<file path="config.mk">
export PLATFORM = sky130hd
export DESIGN_NAME = rx_idle_timeout
export DESIGN_NICKNAME = d
export VERILOG_FILES = /design/src/rtl/rto_counter.sv /design/src/rtl/rto_flag.sv /design/src/rtl/rx_idle_timeout.sv
export SDC_FILE = /design/constraint.sdc
export NUM_CORES = 1
export LEC_CHECK = 0
export ABC_CLOCK_PERIOD_IN_PS = 5400
export BUFFER_PORTS_ARGS = -buffer_cell sky130_fd_sc_hd__buf_2
export CAP_MARGIN = 20
export CORE_MARGIN = 3
export CORE_UTILIZATION = 40
export CTS_CLUSTER_SIZE = 24
export DETAILED_ROUTE_END_ITERATION = 6
export SYNTH_ARGS = -nofsm -noshare
export SYNTH_HDL_FRONTEND = slang
export SYNTH_SLANG_ARGS = --single-unit
</file>
<file path="constraint.sdc">
create_clock -name clk_i -period 5.4 [get_ports clk_i]
set_input_delay 0.54 -clock clk_i [delete_from_list [all_inputs] [get_ports clk_i]]
set_output_delay 0.54 -clock clk_i [all_outputs]
set_load 0.01 [all_outputs]
</file>
<file path="src/rtl/rto_counter.sv">
module rto_counter #(
  parameter int unsigned CNT_W = 10
) (
  input  logic             clk_i,
  input  logic             rst_ni,
  input  logic             clr_i,
  input  logic             tick_i,
  input  logic [CNT_W-1:0] thr_i,
  output logic [CNT_W-1:0] cnt_o
);
  logic [CNT_W-1:0] cnt_q;

  always_ff @(posedge clk_i or negedge rst_ni) begin
    if (!rst_ni)                     cnt_q <= '0;
    else if (clr_i)                  cnt_q <= '0;
    else if (tick_i && cnt_q < thr_i) cnt_q <= cnt_q + 1'b1;
  end

  assign cnt_o = cnt_q;
endmodule

</file>
<file path="src/rtl/rto_flag.sv">
module rto_flag (
  input  logic clk_i,
  input  logic rst_ni,
  input  logic clr_i,
  input  logic set_i,
  output logic flag_o
);
  logic flag_q;

  always_ff @(posedge clk_i or negedge rst_ni) begin
    if (!rst_ni)     flag_q <= 1'b0;
    else if (clr_i)  flag_q <= 1'b0;
    else if (set_i)  flag_q <= 1'b1;
  end

  assign flag_o = flag_q;
endmodule

</file>
<file path="src/rtl/rx_idle_timeout.sv">
module rx_idle_timeout #(
  parameter int unsigned CMP_W = 9
) (
  input  logic             clk_i,
  input  logic             rst_ni,
  input  logic             baud_tick_i,
  input  logic             fifo_nempty_i,
  input  logic             byte_rcvd_i,
  input  logic             fifo_rd_i,
  input  logic [CMP_W-1:0] cmp_i,
  input  logic             irq_en_i,
  output logic             timeout_o,
  output logic             irq_o
);
  localparam int unsigned CNT_W = CMP_W + 1;

  logic             enabled;
  logic             activity;
  logic [CNT_W-1:0] thr;
  logic [CNT_W-1:0] cnt;
  logic             cnt_clr;
  logic             flag_clr;
  logic             flag_set;
  logic             flag;

  assign enabled  = |cmp_i;
  assign activity = byte_rcvd_i | fifo_rd_i;
  assign thr      = {1'b0, cmp_i} + CNT_W'(1);

  assign cnt_clr  = !fifo_nempty_i || activity || !enabled;
  // a raised flag survives a new arrival; only a pop, empty or disable drop it
  assign flag_clr = !fifo_nempty_i || fifo_rd_i || !enabled;
  assign flag_set = baud_tick_i && !cnt_clr && (cnt >= thr - CNT_W'(1));

  rto_counter #(.CNT_W(CNT_W)) i_counter (
    .clk_i  (clk_i),
    .rst_ni (rst_ni),
    .clr_i  (cnt_clr),
    .tick_i (baud_tick_i),
    .thr_i  (thr),
    .cnt_o  (cnt)
  );

  rto_flag i_flag (
    .clk_i  (clk_i),
    .rst_ni (rst_ni),
    .clr_i  (flag_clr),
    .set_i  (flag_set),
    .flag_o (flag)
  );

  assign timeout_o = flag;
  assign irq_o     = flag & irq_en_i;
endmodule

</file>
==> flow_metrics.tcl, run 1 <==
set metrics [dict create \
    status "completed" \
    port-buffer-count 17 \
    cp_max_fo 20 \
    antenna_found_initial 0 \
    fin_crit_sh_pct 57.8 \
    synthAdderAreaFrac_pct 15.1 \
    clock_latency_ps 270 \
    slew_headroom_pct 56.3 \
    synth_flop_cell "dfrtp_1" \
    synth_edf_count 0 \
    cp.required_ps 5590 \
    synth_compound_gate_area_share_pct 21.2 \
    stdcell_count 232 \
    synth_nets 209 \
    grt_pass1_wl_um 5300 \
    yosys.area_share.simple_pct 25.1 \
    grt_max_degree 21 \
    post_cts_buffers 0 \
    cts_hold_buf 0 \
    place.gp.congestion 0.789 \
    arrival_ps 3320 \
    peakVddDrop_mv 0.135 \
    dp_hpwl_um 2520 \
    syn2layout_area_growth_pct 7.11 \
    die_h_um 65.3 \
    clockPowerShare_pct 29.9 \
    final_nets 222 \
    syn_area_um2 1410 \
    yosysTopAreaCellShare_pct 19.6 \
    power_switching_uw 58.4 \
    period_minus_slack_ps 3120 \
    yosysTopAreaCell "dfrtp_1" \
    hold_class "in2async" \
    finalSetupViolations 0 \
    rows 20 \
    drt-pass1-iter-count 4 \
    grt_usage_pct 15.8 \
    synth.area.top_cells "dfrtp_1 20%, ha_1 15%, a21oi_1 4.6%" \
    die_x_um 65.3 \
    drt_iter0_markers 44 \
    powerDensity_nw_per_um2 127 \
    drt_wl_total_um 3190 \
    drive_gt1_share_pct 13.3 \
    overflow 0 \
    rsz0062_at_grt "false" \
    ant_nets 0 \
    p_int_uw 133 \
    synth_cell_types 44 \
    grt_pass1_vias 1145 \
    cts_tree "yes" \
    asyncSetResetFlopFracSynth_pct 100 \
    drc 0 \
    swShare_pct 30.6 \
    synth_top_family_by_area "simple AND/OR/NAND/NOR gates" \
    start_kind "input port" \
    htree_levels 1 \
    netlist_instances 176 \
    fin_tns_setup_ps 0 \
    wire_per_inst_um 13.8 \
    cts-root-buf "clkbuf_4" \
    clk_pin_slew_ps 70 \
    crit_type "in2reg" \
    max_cap_violations 0 \
    power.share.combinational_pct 26.7 \
    whs_ps 127 \
    cts_sinks 11 \
    final_cell_mix "17 x ha_1, 17 x buf_2, 13 x nor2_1, 13 x a21oi_1" \
    p_leak_nw 0.652 \
    yosysWarnings 0 \
    pwr-share-seq_pct 43.4 \
    max_freq_mhz 320 \
    vias 1291 \
    dieArea_um2 4270 \
    ys_seq_area_share_pct 19.6 \
    cts_resized 0 \
    synth_xor_area_share_pct 9.24 \
    multi_input_area_um2 1020 \
    core-area_um2 3200 \
    r2r_cells 9 \
    clk_path_buf_depth 2 \
    synth_seq_cells 11 \
    io_pins 18 \
    start_util_pct 43.9 \
    synthMuxAreaShare_pct 2.22 \
    hold_violations 0 \
    dpl.cell_count 228 \
    numCtsBuffers 3 \
    regArea_um2 275 \
    syn_area_per_cell_um2 8.00 \
    tightest_slew_ps 651 \
    report.final.slew_viol_count 0 \
    fill_cells 360 \
    worstSetupEndpointType "flop" \
    fin_skew_ps 1.72 \
    antennaDiodeCount 0 \
    viasPerCell 5.56 \
    utilization_pct 47.1 \
]
[per-layer routing]
| metal | vias up | global-route usage, % | part of all wire [%] |
|---|---|---|---|
| met1 | 600 | 21.1 | 50 |
| met5 | - | 0 | 0 |
| met2 | 24 | 26.4 | 46 |
| met4 | 0 | 2.07 | 0.44 |
| li1 | 665 | - | - |
| met3 | 2 | 3.76 | 3.8 |
[cell type report]
type	instances	share of cell area (%)
timing repair buffer	18	6.14
tap	44	3.65
sequential	11	18.3
inverter	9	2.24
clock buffer	4	1.74
multi-input combinational	146	68.0
[synth_stat cells, drive strengths merged, types with 3 or more instances]
cell type	count
nor2b	5
o21ai	11
nand3	6
dfrtp	11
inv	9
nand2	9
xnor2	7
buf	9
a211oi	4
o31ai	5
nand2b	3
ha	17
nor2	13
and3	7
a21oi	13
xor2	7
or3	6
nand4	3
or4	5
[worst max-delay path: stages]
cell and delay, ps:
buf_2 150, inv_1 90, ha_1 400, inv_1 70, ha_1 260, nor2b_1 130
or3_1 300, a221o_1 310, o211ai_1 90, a211oi_1 90, buf_4 200, or4_1 530
a21oi_1 150
[per-stage QoR]
step | area (µm²) | total power [mW] | setup slack [ps]
global route | 1510 | 0.205 | 2070
detailed placement | 1480 | 0.136 | 2010
global placement | 1480 | 0.134 | 2100
CTS | 1510 | 0.193 | 2270
floorplan | 1410 | 0.121 | 2400
finish | 1510 | 0.191 | 2280
[worst paths after layout]
check,startpoint,to,slack (ps)
hold / removal,rst_ni,i_counter.cnt_o[4]$_DFFE_PN0P_,130
hold reg to reg,i_counter.cnt_o[9]$_DFFE_PN0P_,i_counter.cnt_o[9]$_DFFE_PN0P_,600
setup reg to reg,i_counter.cnt_o[1]$_DFFE_PN0P_,i_counter.cnt_o[8]$_DFFE_PN0P_,2760
max in group asynchronous,rst_ni,i_counter.cnt_o[5]$_DFFE_PN0P_,5070
min in group clk_i,i_counter.cnt_o[9]$_DFFE_PN0P_,i_counter.cnt_o[9]$_DFFE_PN0P_,600
setup / recovery,cmp_i[0],i_counter.cnt_o[8]$_DFFE_PN0P_,2280
[flip-flops by register name, summed over array words and instances, names as in the netlist]
name and count:
i_counter.cnt_o 10, i_flag.flag_o 1
[kinds of logic (layout without fill, tap and decap cells)]
family | count (synthesis) | in the layout
adder cells (fa/ha/maj) | 17 | 17
AO/OA/AOI/OAI | 47 | 47
flip-flops | 11 | 11
buffers and inverters | 19 | 31
XOR/XNOR | 14 | 14
multiplexers | 3 | 3
AND/OR/NAND/NOR | 65 | 65
[power groups by stage]
stage | registers (mW) | clock network, mW | logic (mW)
3_5_place_dp | 0.0845 | 0 | 0.0510
3_3_place_gp | 0.0845 | 0 | 0.0493
5_1_grt | 0.0830 | 0.0644 | 0.0573
4_1_cts | 0.0829 | 0.0592 | 0.0512
6_report | 0.0829 | 0.0572 | 0.0509
2_1_floorplan | 0.0845 | 0 | 0.0369
No activity file was read; power rests on OpenSTA's default activity.
==> run 2: changes to the inputs <==
- ABC_AREA: default -> 1
- ABC_CLOCK_PERIOD_IN_PS: 5400 -> 2700
- clock period: 5.4 -> 2.7 ns (I/O delays scaled with it)
==> run 2 against run 1 <==
Net effect: design area grew 19%; critical path type unchanged; sequential power grew 100%; core utilization grew 4.1 points; critical path depth grew 3; clock-buffer cell count is the same; non-clock buffer count grew 8; synthesized cell count grew 29%; clock power grew to 2.9 times the previous value; power grew 140%.
==> flow_metrics.tcl, run 2 <==
set metrics [dict create \
    ant_nets 0 \
    arrival_ps 2510 \
    placed_area_um2 1720 \
    die_h_um 68.2 \
    synth_edf_count 0 \
    yosysMostFrequentCell "nand2_1" \
    synth_compound_gate_area_share_pct 7.35 \
    wl_met3_um 89 \
    clk_path_buf_depth 2 \
    asyncSetResetFlopFracSynth_pct 100 \
    numCtsBuffers 3 \
    synth_flop_cell "dfrtp_1" \
    largest_register_ffs 10 \
    rsz0062_at_grt "false" \
    drc 0 \
    fin_skew_ps 2.29 \
    netlist_instances 227 \
    clock_latency_ps 240 \
    crit_type "in2reg" \
    max_freq_mhz 417 \
    r2r_setup_slack_ps 880 \
    p_leak_nw 0.999 \
    core-area_um2 3520 \
    wirelength_met1_um 1800 \
    vias 1480 \
    die_x_um 68.2 \
    yosysTopAreaCellShare_pct 17.8 \
    cp-startpoint "cmp_i[0]" \
    port-buffer-count 17 \
    antenna_found_initial 0 \
    yosysTopAreaCell "dfrtp_1" \
    synth_top_family_by_area "simple AND/OR/NAND/NOR gates" \
    peakVddDrop_mv 0.281 \
    cts_sinks 11 \
    overflow 0 \
    dieArea_um2 4660 \
    worstSetupEndpointType "flop" \
    antennaDiodeCount 0 \
    final_common_cell "nand2_1" \
    grt_pass1_wl_um 6350 \
    start_kind "input port" \
    drt_iter0_markers 47 \
    fin_crit_sh_pct 88.9 \
    worstReg2RegEnd "i_counter.cnt_o[7]$_DFFE_PN0P_" \
    synth_nets 260 \
    drt_wl_total_um 3570 \
    synth.area.top_cells "dfrtp_1 18%, ha_1 14%, nand2_1 10%" \
    synth_cell_types 29 \
    crit_end "i_flag.flag_o$_DFFE_PN0P_" \
    cts_tree "yes" \
    syn2layout_area_growth_pct 16.2 \
    grt_usage_pct 18.0 \
    clk_pin_slew_ps 50 \
    finalSetupViolations 0 \
    dp_hpwl_um 2910 \
    yosysWarnings 0 \
    viasPerCell 4.95 \
    r2r_cells 11 \
    yosys.area_share.simple_pct 40.1 \
    max_cap_violations 0 \
    hold_violations 0 \
    wire_per_inst_um 11.9 \
    fin_tns_setup_ps 0 \
    tightest_slew_ps 634 \
    synth_xor_area_share_pct 9.53 \
    slew_headroom_pct 57.6 \
    period_minus_slack_ps 2400 \
    powerDensity_nw_per_um2 255 \
    wl_met2_um 1640 \
    ys_seq_area_share_pct 17.8 \
    synth_seq_cells 11 \
    drive_gt1_share_pct 20.6 \
    cp.required_ps 2810 \
    place.gp.congestion 0.798 \
    synthMuxAreaShare_pct 0 \
    report.final.slew_viol_count 0 \
    status "completed" \
    final_cell_mix "43 x nand2_1, 38 x inv_1, 29 x nand3_1" \
    rows 21 \
    synthAdderAreaFrac_pct 13.7 \
    cp_max_fo 5 \
    drt-pass1-iter-count 4 \
    htree_levels 1 \
    synthTopCellsByCount "43 x nand2_1, 38 x inv_1, 30 x nand3_1, 17 x ha_1, 15 x nand4_1" \
    fin_area_um2 1800 \
    cts-root-buf "clkbuf_8" \
    grt_max_degree 13 \
    rr_startpoint "i_counter.cnt_o[1]$_DFFE_PN0P_" \
    syn_area_um2 1550 \
    syn_area_per_cell_um2 6.82 \
    io_pins 18 \
    highest_layer "met4" \
    grt_pass1_vias 1474 \
    hold_class "in2reg" \
    final_nets 287 \
    start_util_pct 44.0 \
]
==> run 2: what timing repair did <==
action / 4_1_cts / 5_1_grt
setup buffers: 0 / 0
hold endpoints to repair: 11 / 0
hold buffers: 1 / 0
gates resized for setup: 0 / 5
setup endpoints to repair: 0 / 1
==> run 2: area by class of cell <==
class / count / area, µm²
Fill cell: 391 / 1720
Multi-Input combinational cell: 173 / 1120
Sequential cell: 11 / 275
Timing Repair Buffer: 26 / 159
Inverter: 39 / 146
Tap cell: 46 / 57.6
Clock buffer: 4 / 45.0
==> run 2: routing by layer <==
metal,vias up,global-route usage [%]
li1,798,-
met1,654,24.2
met2,23,30.3
met3,5,1.48
met4,0,5.46
met5,-,0
==> run 2: power by group <==
part,internal [mW],leakage [nW],switching [mW]
clock network,0.104,0.0228,0.0614
logic,0.0486,0.823,0.0790
registers,0.166,0.153,0.000619
total,0.318,0.999,0.141
==> run 2: kinds of logic after synthesis <==
| group | count (synthesis) |
|---|---|
| AOI/OAI and AO/OA | 17 |
| xor gates and xnor gates | 16 |
| DFF | 11 |
| and+or+nand+nor | 123 |
| adders and majority gates | 17 |
| buffers and inverters | 43 |
==> run 2: through the flow <==
stage | setup WS [ps] | hold WS [ps] | std cells | util (%) | total power, mW
after CTS | 173 | 298 | 299 | 50.5 | 0.462
after global routing | 20.0 | 339 | 299 | 51.1 | 0.486
final | 301 | 301 | 299 | 51.1 | 0.459
after floorplan | 282 | -25.6 | 227 | - | 0.248
after global placement | -4.65 | 157 | 293 | 48.6 | 0.290
after detailed placement | -51.3 | 154 | 294 | 49.0 | 0.292
==> run 2: worst min-delay path by stage <==
stage           startpoint                        endpoint  slack [ps]  depth (start not counted)
4_1_cts        baud_tick_i       i_flag.flag_o$_DFFE_PN0P_         300                          3
2_1_floorplan       rst_ni  i_counter.cnt_o[0]$_DFFE_PN0P_         -30                          0
5_1_grt        baud_tick_i       i_flag.flag_o$_DFFE_PN0P_         340                          3
6_report       baud_tick_i       i_flag.flag_o$_DFFE_PN0P_         300                          3
3_5_place_dp        rst_ni  i_counter.cnt_o[8]$_DFFE_PN0P_         150                          1
3_3_place_gp        rst_ni  i_counter.cnt_o[8]$_DFFE_PN0P_         160                          1
==> run 2: critical path, stage by stage <==
cell and delay [ps]:
buf_2 140, ha_1 220, nand2_2 100, nor2_4 130, nand2_2 100, nor2_2 130
xor2_2 180, nand4_1 140, xnor2_1 150, ha_1 290, nand2_1 100, nor2_1 60
a211oi_1 200, o2111ai_1 130, nand3_1 80, o21ai_0 80
==> run 3: changes to the inputs <==
- ABC_CLOCK_PERIOD_IN_PS: 2700 -> 2800
- CORE_UTILIZATION: 40 -> 50
- PLACE_DENSITY: default -> 0.7
- clock period: 2.7 -> 2.8 ns (I/O delays scaled with it)
==> run 3 against run 2 <==
Net effect: first-iteration DRC count increased by 19%; combinational power is 10% lower; die area down 18%; critical endpoint unchanged; critical path type unchanged; power down 17%; core utilization up 9.3 points; non-clock buffer count fell by 3; global-route usage rose by 0.59 points.
==> flow_metrics.tcl, run 3 (same netlist as run 2, synthesis figures left out) <==
set metrics [dict create \
    clk_path_buf_depth 2 \
    start_kind "input port" \
    power.share.combinational_pct 30.2 \
    max_freq_mhz 401 \
    worstSetupEndpointType "flop" \
    cp.required_ps 2930 \
    port-buffer-count 17 \
    antenna_found_initial 0 \
    drt-pass1-iter-count 6 \
    worstReg2RegEnd "i_counter.cnt_o[7]$_DFFE_PN0P_" \
    dpl_worst_slack_ps -49.2 \
    crit_path_top_delay_cell "ha_1" \
    cpPeakStageDelay_ps 340 \
    dp_hpwl_um 2760 \
    utilization_pct 60.4 \
    slew_headroom_pct 57.9 \
    final_nets 284 \
    syn2layout_area_growth_pct 11.3 \
    period_minus_slack_ps 2500 \
    wire_per_inst_um 11.6 \
    crit_type "in2reg" \
    min_to "i_flag.flag_o$_DFFE_PN0P_" \
    clk_pin_slew_ps 70 \
    grt_max_degree 13 \
    grt_pass1_wl_um 5330 \
    numCtsBuffers 3 \
    io_pins 18 \
    hold_path.startpoint "baud_tick_i" \
    cts_sinks 11 \
    r2r_cells 11 \
    rsz0062_at_grt "false" \
    p_int_uw 257 \
    drc 0 \
    viasPerCell 5.15 \
    arrival_ps 2630 \
    place.gp.congestion 0.832 \
    fin_area_um2 1720 \
    dieArea_um2 3800 \
    tightest_slew_ps 629 \
    vias 1448 \
    power_switching_uw 123 \
    fin_skew_ps 6.41 \
    largest_register_ffs 10 \
    final_cell_mix "43 x nand2_1, 38 x inv_1, 30 x nand3_1" \
    cp_max_fo 5 \
    grt_usage_pct 18.6 \
    fin_tns_setup_ps 0 \
    hold_depth 3 \
    overflow 0 \
    htree_levels 1 \
    whs_ps 291 \
    post_cts_buffers 0 \
    drt_wl_total_um 3270 \
    r2r_setup_slack_ps 980 \
    placed_area_um2 1680 \
    fin_crit_sh_pct 89.1 \
    path_cells "buf_2, inv_1, ha_1, nor3_2, nand3_1, nor2_1, nand2_1, xor2_1, ha_1, a21oi_1, nor2_1, a211oi_1, o2111ai_1, nand3_1, o21ai_0" \
    cts_tree "yes" \
    setup_ws_ps 304 \
    clockPowerShare_pct 27.8 \
    hold_violations 0 \
    hold_class "in2reg" \
    die_x_um 61.7 \
    finalSetupViolations 0 \
    rr_startpoint "i_counter.cnt_o[1]$_DFFE_PN0P_" \
    core-area_um2 2850 \
    max_cap_violations 0 \
    pwr-share-seq_pct 42.0 \
    drt_iter0_markers 56 \
    grt_pass1_vias 1221 \
    peakVddDrop_mv 0.269 \
    report.final.slew_viol_count 0 \
    status "completed" \
    cts-root-buf "clkbuf_4" \
    rows 19 \
    die_h_um 61.7 \
    antennaDiodeCount 0 \
    clock_latency_ps 260 \
    ant_nets 0 \
    final_common_cell "nand2_1" \
    start_util_pct 54.3 \
    powerDensity_nw_per_um2 221 \
    swShare_pct 32.3 \
    drive_gt1_share_pct 18.4 \
    p_leak_nw 0.973 \
]
-- run 3: changes by cell type in the layout (fill, tap and decap cells not counted), sizes merged --
cell	delta
buf	-3
-- run 3: metal layers --
| metal | GRT usage [%] | part of all wire [%] | up-vias |
|---|---|---|---|
| li1 | - | - | 796 |
| met1 | 28.1 | 50 | 629 |
| met2 | 29.9 | 45 | 21 |
| met3 | 0.629 | 4.3 | 2 |
| met4 | 2.73 | 0.58 | 0 |
| met5 | 0 | 0 | - |
-- run 3: how the worst max path moves through the flow --
stage | slack, ps | startpoint | depth (start not counted) | to
2_1_floorplan | 370 | cmp_i[0] | 14 | i_flag.flag_o$_DFFE_PN0P_
3_3_place_gp | 30 | cmp_i[0] | 17 | i_flag.flag_o$_DFFE_PN0P_
3_5_place_dp | -50 | cmp_i[0] | 18 | i_flag.flag_o$_DFFE_PN0P_
4_1_cts | 220 | cmp_i[0] | 18 | i_flag.flag_o$_DFFE_PN0P_
5_1_grt | 90 | cmp_i[0] | 16 | i_flag.flag_o$_DFFE_PN0P_
6_report | 300 | cmp_i[0] | 15 | i_flag.flag_o$_DFFE_PN0P_
-- run 3: per-stage QoR --
step	instances	power [mW]
6_report	281	0.380
3_3_place_gp	275	0.274
5_1_grt	281	0.406
4_1_cts	281	0.384
3_5_place_dp	276	0.276
2_1_floorplan	227	0.239
-- run 3: power by group through the flow --
stage                     registers [mW]  logic, mW  clock network (mW)
after CTS                          0.160      0.115               0.109
after global placement             0.163      0.112                   0
after global routing               0.160      0.130               0.117
after detailed placement           0.163      0.113                   0
final                              0.160      0.115               0.106
after floorplan                    0.163     0.0764                   0
-- run 3: cell type report --
cell class | instances | area [µm²]
multi-input combinational | 173 | 1100
clock buffer | 4 | 26.3
fill | 307 | 1130
inverter | 39 | 146
timing repair buffer | 23 | 136
tap | 31 | 38.8
sequential | 11 | 275
-- run 3: what timing repair did --
item                                   4_1_cts  5_1_grt
setup endpoints to repair                    0        1
hold buffers                                 1        0
endpoints found under the hold margin       11        0
gates resized for setup                      0        1
-- run 3: critical path: cells and delay by family --
family,cells,cell delay (ps)
adder cells (fa/ha/maj),2,630
buffers and inverters,2,190
AO/OA/AOI/OAI,4,600
XOR/XNOR,1,150
AND/OR/NAND/NOR,6,760
